## config.mk

```make
export PLATFORM = sky130hd
export DESIGN_NAME = wdog_timer
export DESIGN_NICKNAME = d
export VERILOG_FILES = /design/src/rtl/wdog_pkg.sv /design/src/rtl/wdog_prescaler.sv /design/src/rtl/wdog_core.sv /design/src/rtl/wdog_regs.sv /design/src/rtl/wdog_timer.sv
export SDC_FILE = /design/constraint.sdc
export NUM_CORES = 1
export LEC_CHECK = 0
export BUFFER_PORTS_ARGS = -buffer_cell sky130_fd_sc_hd__buf_2
export CORE_MARGIN = 4
export CORE_UTILIZATION = 25
export CTS_CLUSTER_DIAMETER = 50
export DETAILED_ROUTE_END_ITERATION = 12
export GPL_TIMING_DRIVEN = 0
export PLACE_DENSITY = 0.5
export SLEW_MARGIN = 20
export SYNTH_ARGS = -nofsm -noshare
export SYNTH_HDL_FRONTEND = slang
export SYNTH_HIERARCHICAL = 1
export SYNTH_SLANG_ARGS = --single-unit
```

## constraint.sdc

```tcl
create_clock -name clk -period 2.87 [get_ports clk]
set_input_delay 0.574 -clock clk [delete_from_list [all_inputs] [get_ports clk]]
set_output_delay 0.574 -clock clk [all_outputs]
set_load 0.01 [all_outputs]
```

## src/rtl/wdog_pkg.sv

```systemverilog
package wdog_pkg;
  localparam int unsigned ADDR_W = 5;
  localparam int unsigned DATA_W = 16;
  localparam int unsigned LANES  = DATA_W / 8;

  localparam logic [ADDR_W-1:0] OFS_COUNT = 5'h10;
  localparam logic [ADDR_W-1:0] OFS_CTRL  = 5'h16;

  localparam int unsigned CTL_RUN    = 0;
  localparam int unsigned CTL_RELOAD = 2;
  localparam int unsigned CTL_NMIEN  = 3;
  localparam int unsigned CTL_WARN   = 7;

  function automatic logic [7:0] pack_ctl(input logic run, input logic nmi_en, input logic warn);
    logic [7:0] v;
    v = '0;
    v[CTL_RUN]   = run;
    v[CTL_NMIEN] = nmi_en;
    v[CTL_WARN]  = warn;
    return v;
  endfunction
endpackage

```

## src/rtl/wdog_prescaler.sv

```systemverilog
module wdog_prescaler #(
  parameter int unsigned DIV = 1_000_000
) (
  input  logic clk,
  input  logic rst_n,
  input  logic run,
  input  logic restart,
  output logic tick
);
  localparam int unsigned PW = (DIV > 1) ? $clog2(DIV) : 1;
  localparam logic [PW-1:0] LAST = PW'(DIV - 1);

  logic [PW-1:0] phase_q;

  assign tick = run && (phase_q == LAST);

  always_ff @(posedge clk or negedge rst_n) begin
    if (!rst_n) begin
      phase_q <= '0;
    end else if (restart || !run || tick) begin
      phase_q <= '0;
    end else begin
      phase_q <= phase_q + 1'b1;
    end
  end
endmodule

```

## src/rtl/wdog_core.sv

```systemverilog
module wdog_core #(
  parameter int unsigned CNT_W      = 16,
  parameter int unsigned RST_CYCLES = 16
) (
  input  logic             clk,
  input  logic             rst_n,
  input  logic             run,
  input  logic             tick,
  input  logic             load,
  input  logic [CNT_W-1:0] load_val,
  output logic [CNT_W-1:0] count,
  output logic             fire,
  output logic             rst_req
);
  localparam int unsigned RW = $clog2(RST_CYCLES + 1);
  localparam logic [RW-1:0] RST_LEN = RW'(RST_CYCLES);

  logic [CNT_W-1:0] cnt_q;
  logic             fired_q;
  logic [RW-1:0]    hold_q;

  assign fire    = run && !load && !fired_q && (cnt_q == '0);
  assign count   = cnt_q;
  assign rst_req = (hold_q != '0);

  always_ff @(posedge clk or negedge rst_n) begin
    if (!rst_n) begin
      cnt_q <= '0;
    end else if (load) begin
      cnt_q <= load_val;
    end else if (tick && (cnt_q != '0)) begin
      cnt_q <= cnt_q - 1'b1;
    end
  end

  always_ff @(posedge clk or negedge rst_n) begin
    if (!rst_n) begin
      fired_q <= 1'b0;
    end else if (load) begin
      fired_q <= 1'b0;
    end else if (fire) begin
      fired_q <= 1'b1;
    end
  end

  always_ff @(posedge clk or negedge rst_n) begin
    if (!rst_n) begin
      hold_q <= '0;
    end else if (fire) begin
      hold_q <= RST_LEN;
    end else if (hold_q != '0) begin
      hold_q <= hold_q - 1'b1;
    end
  end
endmodule

```

## src/rtl/wdog_regs.sv

```systemverilog
module wdog_regs
  import wdog_pkg::*;
(
  input  logic              clk,
  input  logic              rst_n,
  input  logic              bus_req,
  input  logic              bus_wr,
  input  logic [ADDR_W-1:0] bus_addr,
  input  logic [LANES-1:0]  bus_be,
  input  logic [DATA_W-1:0] bus_wdata,
  input  logic [DATA_W-1:0] live_cnt,
  input  logic              fire,
  output logic              ctl_run,
  output logic              ctl_nmi_en,
  output logic              ctl_warn,
  output logic [DATA_W-1:0] prog_next,
  output logic              load_live,
  output logic              reload,
  output logic [DATA_W-1:0] bus_rdata,
  output logic              bus_rvalid
);
  logic [DATA_W-1:0] prog_q;
  logic              hit_cnt, hit_ctl, wr_cnt, wr_ctl;
  logic [DATA_W-1:0] rd_mux;

  assign hit_cnt = bus_req && (bus_addr[ADDR_W-1:1] == OFS_COUNT[ADDR_W-1:1]);
  assign hit_ctl = bus_req && (bus_addr[ADDR_W-1:1] == OFS_CTRL[ADDR_W-1:1]);
  assign wr_cnt  = hit_cnt && bus_wr && (|bus_be);
  assign wr_ctl  = hit_ctl && bus_wr && bus_be[0];

  for (genvar g = 0; g < LANES; g++) begin : g_lane
    assign prog_next[8*g +: 8] = (wr_cnt && bus_be[g]) ? bus_wdata[8*g +: 8] : prog_q[8*g +: 8];
  end

  assign reload    = wr_ctl && bus_wdata[CTL_RELOAD];
  assign load_live = reload || (wr_cnt && !ctl_run);

  always_ff @(posedge clk or negedge rst_n) begin
    if (!rst_n) begin
      prog_q     <= '0;
      ctl_run    <= 1'b0;
      ctl_nmi_en <= 1'b0;
    end else begin
      prog_q <= prog_next;
      if (wr_ctl) begin
        ctl_run    <= bus_wdata[CTL_RUN];
        ctl_nmi_en <= bus_wdata[CTL_NMIEN];
      end
    end
  end

  always_ff @(posedge clk or negedge rst_n) begin
    if (!rst_n) begin
      ctl_warn <= 1'b0;
    end else if (fire) begin
      ctl_warn <= 1'b1;
    end else if (wr_ctl && bus_wdata[CTL_WARN]) begin
      ctl_warn <= 1'b0;
    end
  end

  always_comb begin
    rd_mux = '0;
    if (hit_cnt) begin
      rd_mux = live_cnt;
    end else if (hit_ctl) begin
      rd_mux[7:0] = pack_ctl(ctl_run, ctl_nmi_en, ctl_warn);
    end
  end

  always_ff @(posedge clk or negedge rst_n) begin
    if (!rst_n) begin
      bus_rvalid <= 1'b0;
      bus_rdata  <= '0;
    end else begin
      bus_rvalid <= bus_req && !bus_wr;
      if (bus_req && !bus_wr) begin
        bus_rdata <= rd_mux;
      end
    end
  end
endmodule

```

## src/rtl/wdog_timer.sv

```systemverilog
module wdog_timer #(
  parameter int unsigned CLK_HZ     = 100_000_000,
  parameter int unsigned TICK_HZ    = 100,
  parameter int unsigned RST_CYCLES = 16
) (
  input  logic        clk,
  input  logic        rst_n,
  input  logic        bus_req,
  input  logic        bus_wr,
  input  logic [4:0]  bus_addr,
  input  logic [1:0]  bus_be,
  input  logic [15:0] bus_wdata,
  output logic [15:0] bus_rdata,
  output logic        bus_rvalid,
  output logic        rst_req_o,
  output logic        nmi_o
);
  localparam int unsigned TICK_DIV = CLK_HZ / TICK_HZ;

  logic                        ctl_run, ctl_nmi_en, ctl_warn;
  logic [wdog_pkg::DATA_W-1:0] prog_next, live_cnt;
  logic                        load_live, reload, tick, fire;

  wdog_regs u_regs (
    .clk        (clk),
    .rst_n      (rst_n),
    .bus_req    (bus_req),
    .bus_wr     (bus_wr),
    .bus_addr   (bus_addr),
    .bus_be     (bus_be),
    .bus_wdata  (bus_wdata),
    .live_cnt   (live_cnt),
    .fire       (fire),
    .ctl_run    (ctl_run),
    .ctl_nmi_en (ctl_nmi_en),
    .ctl_warn   (ctl_warn),
    .prog_next  (prog_next),
    .load_live  (load_live),
    .reload     (reload),
    .bus_rdata  (bus_rdata),
    .bus_rvalid (bus_rvalid)
  );

  wdog_prescaler #(.DIV(TICK_DIV)) u_presc (
    .clk     (clk),
    .rst_n   (rst_n),
    .run     (ctl_run),
    .restart (reload),
    .tick    (tick)
  );

  wdog_core #(.CNT_W(wdog_pkg::DATA_W), .RST_CYCLES(RST_CYCLES)) u_core (
    .clk      (clk),
    .rst_n    (rst_n),
    .run      (ctl_run),
    .tick     (tick),
    .load     (load_live),
    .load_val (prog_next),
    .count    (live_cnt),
    .fire     (fire),
    .rst_req  (rst_req_o)
  );

  assign nmi_o = ctl_warn && ctl_nmi_en;
endmodule

```

==> results of run 1 <==
cells in the mapped netlist (all sizes together), types with 5 or more instances:
cell / n / share of area
nor4: 7 / 0.011
a21oi: 12 / 0.015
mux2: 18 / 0.068
or4: 10 / 0.021
nand3: 19 / 0.030
xnor2: 6 / 0.013
dfrtp: 78 / 0.49
inv: 13 / 0.012
buf: 7 / 0.013
xor2: 5 / 0.011
nand2: 23 / 0.026
nor2: 41 / 0.039
o31ai: 6 / 0.011
or3: 9 / 0.015
clkbuf: 9 / 0.0085
and2: 5 / 0.0079
o211ai: 9 / 0.017
a22o: 13 / 0.029
o21ai: 6 / 0.0076
nor3: 9 / 0.015
a31oi: 5 / 0.0079
cell families after synthesis:
logic type | count (synthesis) | share of synthesized area
simple gates | 149 | 0.219
flops | 78 | 0.492
compound gates | 76 | 0.144
buf+inv | 30 | 0.0350
mux | 20 | 0.0732
xor+xnor | 11 | 0.0243
fa+ha+maj | 4 | 0.0126
area by class of cell:
type / instances / area share
clock inverter: 4 / 0.00990
inverter: 14 / 0.0109
timing repair buffer: 45 / 0.0505
multi-input combinational: 260 / 0.398
sequential: 78 / 0.407
buffer: 16 / 0.0182
tap: 211 / 0.0549
clock buffer: 11 / 0.0505
per-stage QoR:
step | setup TNS (ns) | power [mW]
2_1_floorplan | 0 | 1.63
3_3_place_gp | -1.41 | 1.79
3_5_place_dp | -1.41 | 1.81
4_1_cts | 0 | 2.95
5_1_grt | 0 | 3.09
6_report | 0 | 2.92
layer usage:
metal	up-vias	part of all wire	GRT usage
li1	1488	-	-
met1	1503	0.46	0.148
met2	45	0.49	0.189
met3	7	0.034	0.0281
met4	0	0.0090	0.0360
met5	-	0	0
final timing paths:
kind / startpoint / endpoint / slack [ns] / depth (start not counted)
max in group asynchronous: rst_n / u_core/count[13] / 2.05 / 2
worst max-delay path: bus_addr[3] / u_core/count[15] / 0.13 / 10
worst max register to register: u_presc/phase_q[15] / u_core/count[9] / 0.16 / 8
min in group clk: bus_wdata[7] / u_regs/ctl_warn / 0.45 / 2
worst min register to register: u_presc/phase_q[0] / u_presc/phase_q[0] / 0.48 / 1
worst min-delay path: rst_n / u_presc/phase_q[8] / 0.21 / 1
state kept, by name (all words and copies together), names as in the netlist:
name,flops
u_core/count,16
u_core/fired_q,1
u_core/hold_q,5
u_presc/phase_q,20
u_regs/bus_rdata,16
u_regs/bus_rvalid,1
u_regs/ctl_nmi_en,1
u_regs/ctl_run,1
u_regs/ctl_warn,1
u_regs/prog_q,16
worst max-delay path, delay by kind of cell:
family	cells	cell delay, ns
buffers and inverters	5	1.39
AND/OR/NAND/NOR	3	0.78
AO/OA/AOI/OAI	2	0.17
where the power goes:
| group | total [mW] | internal [mW] | switching [mW] |
|---|---|---|---|
| Clock | 1.12 | 0.690 | 0.433 |
| Combinational | 0.445 | 0.203 | 0.242 |
| Sequential | 1.35 | 1.22 | 0.132 |
timing repair:
item                                    CTS  global route
pin swaps                                 0             0
endpoints found under the setup margin    6             8
gates resized for setup                   2             7
hold buffers                              0             0
==> results.toml, run 1 <==
[clock_tree]
clockBufferDepth = 2
post_cts_buffers = 0
cts.sinks = 78
cts_tree = "done"
htreeDepth = 3
path_clk_slew_ns = 0.06
clk_latency_ns = 0.33
numCtsBuffers = 9
cts-root-buf = "clkbuf_16"

[timing]
timing.final.crit_share = 0.953
finalClockSkew_ns = 0.00976
slew_headroom = 0.436
whs_ns = 0.212
post-route-min-period_ns = 2.74
slew_viol_final = 0
final_hold_viol_count = 0
fin_ws_ns = 0.135
setup_viol = 0
rsz0062_at_grt = "no"
tightest_slew_ns = 0.839
fmax_mhz = 366

[die]
dieHeight_um = 134
die_area_um2 = 17900
start_util = 0.258
pin_count = 46
core-area_um2 = 15400
placementRows = 45
die_w_um = 134

[finish]
ff_latch_area_um2 = 1950
area_growth_pct = 21.1
multi_input_area_um2 = 1910
stdcell_count = 639
fillers = 1592
antenna_cells = 0
fin_area_um2 = 4800
fin_nets = 455
drive_gt1_frac = 0.250
layout_commonest_cell = "dfrtp_1"
layout_common_cells = "77 x dfrtp_1, 47 x buf_2, 40 x nor2_1, 21 x nand2_1, 18 x mux2_4"
fin_util = 0.313

[route]
drtPass1Iterations = 4
drt-total-wl_mm = 9.95
vias = 3043
drc_errors = 0
routedWlPerCell_um = 15.6
vias_per_cell = 4.76
drtIter0Drc = 177
antenna_left = 0

[global_routing]
track_usage = 0.115
grt_max_degree = 41
grt_pass1_vias = 3228
gr-total-overflow = 0
antenna_found_initial = 0
grt_pass1_wl_mm = 16.7

[placement]
place_worst_setup_slack_ns = -0.230
place_area_um2 = 4470
gp_congestion = 0.848
port_buffers = 44
place_hpwl_mm = 7.30
placed_cells = 624

[critical_path]
arrival_ns = 2.92
cp_max_fo = 10
path_cells = "buf_2 > and4b_4 > and4_1 > buf_6 > o2bb2ai_1 > clkbuf_1 > clkinv_1 > clkbuf_1 > nor2_1 > a31oi_1"
path_common_cell = "clkbuf_1"
end_kind = "flip-flop"
start_kind = "input port"
cp.required_ns = 3.05
slowest_delay_ns = 0.43
worstSetupPathType = "input port to flip-flop"
crit_slowest_cell = "clkinv_1"

[yosys]
syn_area_um2 = 3970
ys_seq_area_frac = 0.492
yosys_most_used_dff = "dfrtp_1"
synth.ff_latch_count = 78
netlist_instances = 368
synth_nets = 399
ys_async_sr_fraction = 1.00
ys_types = 64
synth-edff-count = 0
avgSynthCellArea_um2 = 10.8
synth_warnings = 6

[hold_path]
min_path_type = "input port to async pin"

[power]
max-vdd-ir-drop_mv = 0.253
powerDensity_nw_per_um2 = 608
p_leak_nw = 2.08

[job]
drv_cap = 0

[outcome]
status = "complete, no violations"
(Power assumes the default switching activity.)
==> inputs of run 2 (changes only) <==
PLACE_DENSITY = 0.4   (was 0.5)
clock period = 3.06 ns   (was 2.87 ns; I/O delays follow)
==> run 2 against run 1 <==
Design area fell by 0.52%; non-clock buffer count did not move; clock power fell by 4%; final cell count fell by 0.16%; count of clock-buffer cells in the layout rose by 2; clock skew fell by 0.0035 ns; worst hold slack got worse by 0.0043 ns; sequential cell count did not move; die area did not move.
==> results.toml, run 2 (synthesis results as in run 1) <==
[clock_tree]
hold_buffers = 0
cts-root-buf = "clkbuf_16"
numCtsBuffers = 9
cts.sinks = 78
path_clk_slew_ns = 0.06
cts_tree = "done"
clockBufferDepth = 2
htreeDepth = 3
clk_latency_ns = 0.33

[timing]
finalClockSkew_ns = 0.00630
tightest_slew_ns = 0.890
post-route-min-period_ns = 2.84
fmax_mhz = 352
rsz0062_at_grt = "no"
setup_viol = 0
whs_ns = 0.208
timing.final.crit_share = 0.929
slew_viol_final = 0
final_hold_viol_count = 0
slew_headroom = 0.402

[route]
antenna_left = 0
drt-total-wl_mm = 10.1
drtPass1Iterations = 4
routedWlPerCell_um = 15.9
vias_per_cell = 4.80
vias = 3064
drtIter0Drc = 190
drc_errors = 0

[critical_path]
end_kind = "flip-flop"
critPathBufInv = 5
worstSetupPathType = "input port to flip-flop"
path_cells = "buf_2 > and4b_4 > and4_1 > buf_6 > o2bb2ai_1 > clkbuf_1 > clkinv_1 > clkbuf_1 > nor2_1 > a31oi_1"
arrival_ns = 3.03
slowest_delay_ns = 0.45
path_common_cell = "clkbuf_1"
crit_family = "buffers and inverters"
start_kind = "input port"
cp.required_ns = 3.25
ff2ff_setup_slack_ns = 0.27
crit_slowest_cell = "clkinv_1"
cp_max_fo = 10

[power]
power_switching_uw = 743
p_int_mw = 2.00
p_seq_frac = 0.462
switching_share = 0.271
max-vdd-ir-drop_mv = 0.320
powerDensity_nw_per_um2 = 575
p_comb_frac = 0.150
power_mw = 2.75
p_leak_nw = 2.08
power.share.clock = 0.388

[placement]
gp_congestion = 0.778
placed_cells = 624
place_hpwl_mm = 7.37
port_buffers = 44

[die]
placementRows = 45
pin_count = 46
die_w_um = 134
dieHeight_um = 134
core-area_um2 = 15400
start_util = 0.258
die_area_um2 = 17900

[finish]
fin_util = 0.311
regMostFlops = "u_presc/phase_q"
layout_common_cells = "78 x dfrtp_1, 46 x buf_2, 40 x nor2_1, 21 x nand2_1, 18 x mux2_4"
fillers = 1601
stdcell_count = 638
layout_commonest_cell = "dfrtp_1"
area_growth_pct = 20.5
antenna_cells = 0
drive_gt1_frac = 0.234
fin_nets = 455
largest_reg_flops = 20

[global_routing]
grt_pass1_wl_mm = 16.5
track_usage = 0.118
antenna_found_initial = 0
gr-total-overflow = 0
grt_pass1_vias = 2993
grt_max_degree = 49

[outcome]
status = "complete, no violations"

[hold_path]
min_path_type = "input port to async pin"

[job]
drv_cap = 0
## run 2: power groups by stage
stage	combinational, mW	sequential (mW)	clock (mW)
2_1_floorplan	0.285	1.25	0
3_3_place_gp	0.403	1.29	0
3_5_place_dp	0.413	1.29	0
4_1_cts	0.417	1.27	1.11
5_1_grt	0.465	1.29	1.15
6_report	0.411	1.27	1.07
## run 2: path summary, 6_finish.rpt
path / startpoint / endpoint / cells past startpoint
setup / recovery: bus_addr[3] / u_core/count[15] / 10
min in group clk: bus_wdata[7] / u_regs/ctl_warn / 2
hold reg to reg: u_core/hold_q[4] / u_core/hold_q[4] / 1
hold / removal: rst_n / u_presc/phase_q[10] / 1
setup reg to reg: u_presc/phase_q[3] / u_core/count[8] / 8
max in group asynchronous: rst_n / u_core/count[10] / 2
## run 2: routing by layer
layer | routed length [um] | GRT usage | vias to the layer above
li1 | - | - | 1486
met1 | 4860 | 0.157 | 1533
met2 | 4810 | 0.186 | 37
met3 | 372 | 0.0371 | 8
met4 | 93 | 0.0303 | 0
met5 | 0 | 0 | -
## run 2: through the flow
stage                     setup TNS (ns)  setup WS, ns  cell area [um^2]
after floorplan                        0         0.523              3970
after global placement            -0.594        -0.117              4450
after detailed placement          -0.561       -0.0980              4480
after CTS                              0        0.0814              4780
after global routing                   0        0.0352              4780
final                                  0         0.216              4780
## run 2: cell type report
type	count	area, um^2	area share
Tap cell	211	264	0.0552
Clock buffer	13	260	0.0545
Sequential cell	78	1950	0.408
Multi-Input combinational cell	260	1880	0.394
Inverter	14	52.6	0.0110
Buffer	16	87.6	0.0183
Timing Repair Buffer	45	250	0.0524
Clock inverter	1	30.0	0.00628
## run 2: what timing repair did
| item | 4_1_cts | 5_1_grt |
|---|---|---|
| pin swaps | 0 | 0 |
| buffers inserted | 0 | 0 |
| resized for setup | 1 | 2 |
| endpoints found under the setup margin | 2 | 6 |
==> inputs of run 3 (changes only) <==
SYNTH_HIERARCHICAL = not set   (was 1)
clock period = 2.8 ns   (was 3.06 ns; I/O delays follow)
==> run 3 against run 2 <==
Sequential power increased by 8%; routed wire length down 7.7%; first-iteration DRC count shrank 37%; largest power group unchanged; critical endpoint is now u_core.hold_q[4]; clock power increased by 27%; via count decreased by 4.8%.
==> results.toml, run 3 <==
[yosys]
synth_mux_area_frac = 0.0536
synth-xor-area-share = 0.0672
yosys_most_used_dff = "dfrtp_1"
synth_common_cells = "78 x dfrtp_1, 55 x nor2_1, 41 x nand2_1"
yosysMostFrequentCell = "dfrtp_1"
synth_top_family_by_area = "simple AND/OR/NAND/NOR gates"
synth-simple-area-share = 0.246
synth_top_cell_by_area = "dfrtp_1"
avgSynthCellArea_um2 = 10.2
synth_warnings = 0
ys_seq_area_frac = 0.517
synth.ff_latch_count = 78
synthTopCellsByArea = "dfrtp_1 52%, nor2_1 5.5%, mux2_2 5.4%, nand2_1 4.1%, xnor2_1 3.9%"
syn_area_um2 = 3780
synth-compound-area-share = 0.0738
ys_async_sr_fraction = 1.00
synth_nets = 402
ys_types = 48
netlist_instances = 370
netlist.area_leader.share = 0.517
yosys.area_share.adder = 0.0166
synth-edff-count = 0

[finish]
multi_input_area_um2 = 1740
drive_gt1_frac = 0.220
fillers = 1560
layout_common_cells = "78 x dfrtp_1, 55 x nor2_1, 45 x buf_2, 41 x nand2_1, 18 x mux2_2"
area_growth_pct = 22.5
largest_reg_flops = 20
ff_latch_area_um2 = 1950
fin_nets = 458
antenna_cells = 0
regMostFlops = "u_presc.phase_q"
layout_commonest_cell = "dfrtp_1"

[hold_path]
min_path_type = "input port to async pin"

[power]
powerDensity_nw_per_um2 = 662
p_leak_nw = 2.04
max-vdd-ir-drop_mv = 0.287
power_mw = 3.06

[clock_tree]
cts.sinks = 78
cts_resized = 0
numCtsBuffers = 9
cts-root-buf = "clkbuf_16"
clk_latency_ns = 0.34
path_clk_slew_ns = 0.06
clockBufferDepth = 2
post_cts_buffers = 0
htreeDepth = 3
hold_buffers = 0
cts_tree = "done"

[critical_path]
crit_start = "bus_addr[3]"
ff2ff_setup_slack_ns = 0.56
r2r-end = "u_core.count[15]"
cp.required_ns = 3.01
end_kind = "flip-flop"
r2r_cells = 5
start_kind = "input port"
critPathCapture = "u_core.hold_q[4]"
timing.rr.start = "u_core.count[11]"
worstSetupPathType = "input port to flip-flop"
arrival_ns = 2.59
cp_max_fo = 6

[timing]
slew_headroom = 0.390
whs_ns = 0.169
slew_viol_final = 0
finalSetupTns_ns = 0
post-route-min-period_ns = 2.38
final_hold_viol_count = 0
setup_viol = 0
timing.final.crit_share = 0.850
finalClockSkew_ns = 0.00486
fmax_mhz = 420
fin_ws_ns = 0.419
rsz0062_at_grt = "no"
tightest_slew_ns = 0.908

[die]
die_area_um2 = 17100
core-area_um2 = 14600
dieHeight_um = 131
die_w_um = 131
start_util = 0.258
pin_count = 46
placementRows = 44

[global_routing]
grt_pass1_vias = 2891
grt_pass1_wl_mm = 15.6
gr-total-overflow = 0
grt_max_degree = 49
track_usage = 0.119
antenna_found_initial = 0

[route]
drt-total-wl_mm = 9.36
vias = 2916
drc_errors = 0
routedWlPerCell_um = 15.2
antenna_left = 0
vias_per_cell = 4.74
drtIter0Drc = 120
drtPass1Iterations = 4

[outcome]
status = "complete, no violations"

[placement]
port_buffers = 44
place_worst_setup_slack_ns = 0.0716
gp_congestion = 0.775
place_hpwl_mm = 6.85

[job]
drv_cap = 0
-- run 3: per-layer routing --
layer	GRT usage	vias up	part of all wire
met3	0.0252	11	0.045
met2	0.187	55	0.47
met5	0	-	0
met1	0.160	1428	0.47
met4	0.0490	0	0.018
li1	-	1422	-
-- run 3: cells by family (layout without fill, tap and decap cells) --
family | count (synthesis) | after routing
AOI/OAI and AO/OA | 46 | 46
xor gates and xnor gates | 29 | 29
adders and majority gates | 5 | 5
buffers and inverters | 22 | 83
DFF | 78 | 78
muxes | 18 | 18
and+or+nand+nor | 172 | 172
-- run 3: power breakdown --
| group | internal (mW) | total (mW) | switching [mW] |
|---|---|---|---|
| Clock | 0.903 | 1.36 | 0.460 |
| Combinational | 0.153 | 0.326 | 0.172 |
| Sequential | 1.24 | 1.37 | 0.133 |
| Total | 2.30 | 3.06 | 0.765 |
-- run 3: through the flow --
stage / std cells / area [um^2] / utilization
floorplan: 370 / 3780 / -
global placement: 598 / 4230 / 0.289
detailed placement: 599 / 4260 / 0.291
CTS: 615 / 4610 / 0.315
global route: 615 / 4630 / 0.316
finish: 615 / 4630 / 0.316
-- run 3: how the worst min path moves through the flow --
| stage | endpoint |
|---|---|
| 5_1_grt | u_regs.prog_q[10] |
| 3_3_place_gp | u_regs.bus_rdata[14] |
| 2_1_floorplan | u_core.count[0] |
| 6_report | u_regs.prog_q[10] |
| 3_5_place_dp | u_regs.bus_rdata[9] |
| 4_1_cts | u_regs.prog_q[10] |
-- run 3: final cells by class --
type                    count  share of cell area
well taps                 184              0.0497
repair buffers             45              0.0541
multi-input cells         270               0.376
clock inverters             2              0.0130
clock buffers              14              0.0635
flip-flops and latches     78               0.422
inverters                   9             0.00730
plain buffers              13              0.0143
-- run 3: worst max-delay path: stages --
cell and delay [ns]:
buf_2 0.10, nand3b_4 0.18, nor3_1 0.76, nand2_1 0.17, and4b_2 0.25, clkbuf_1 0.17
or3b_1 0.40
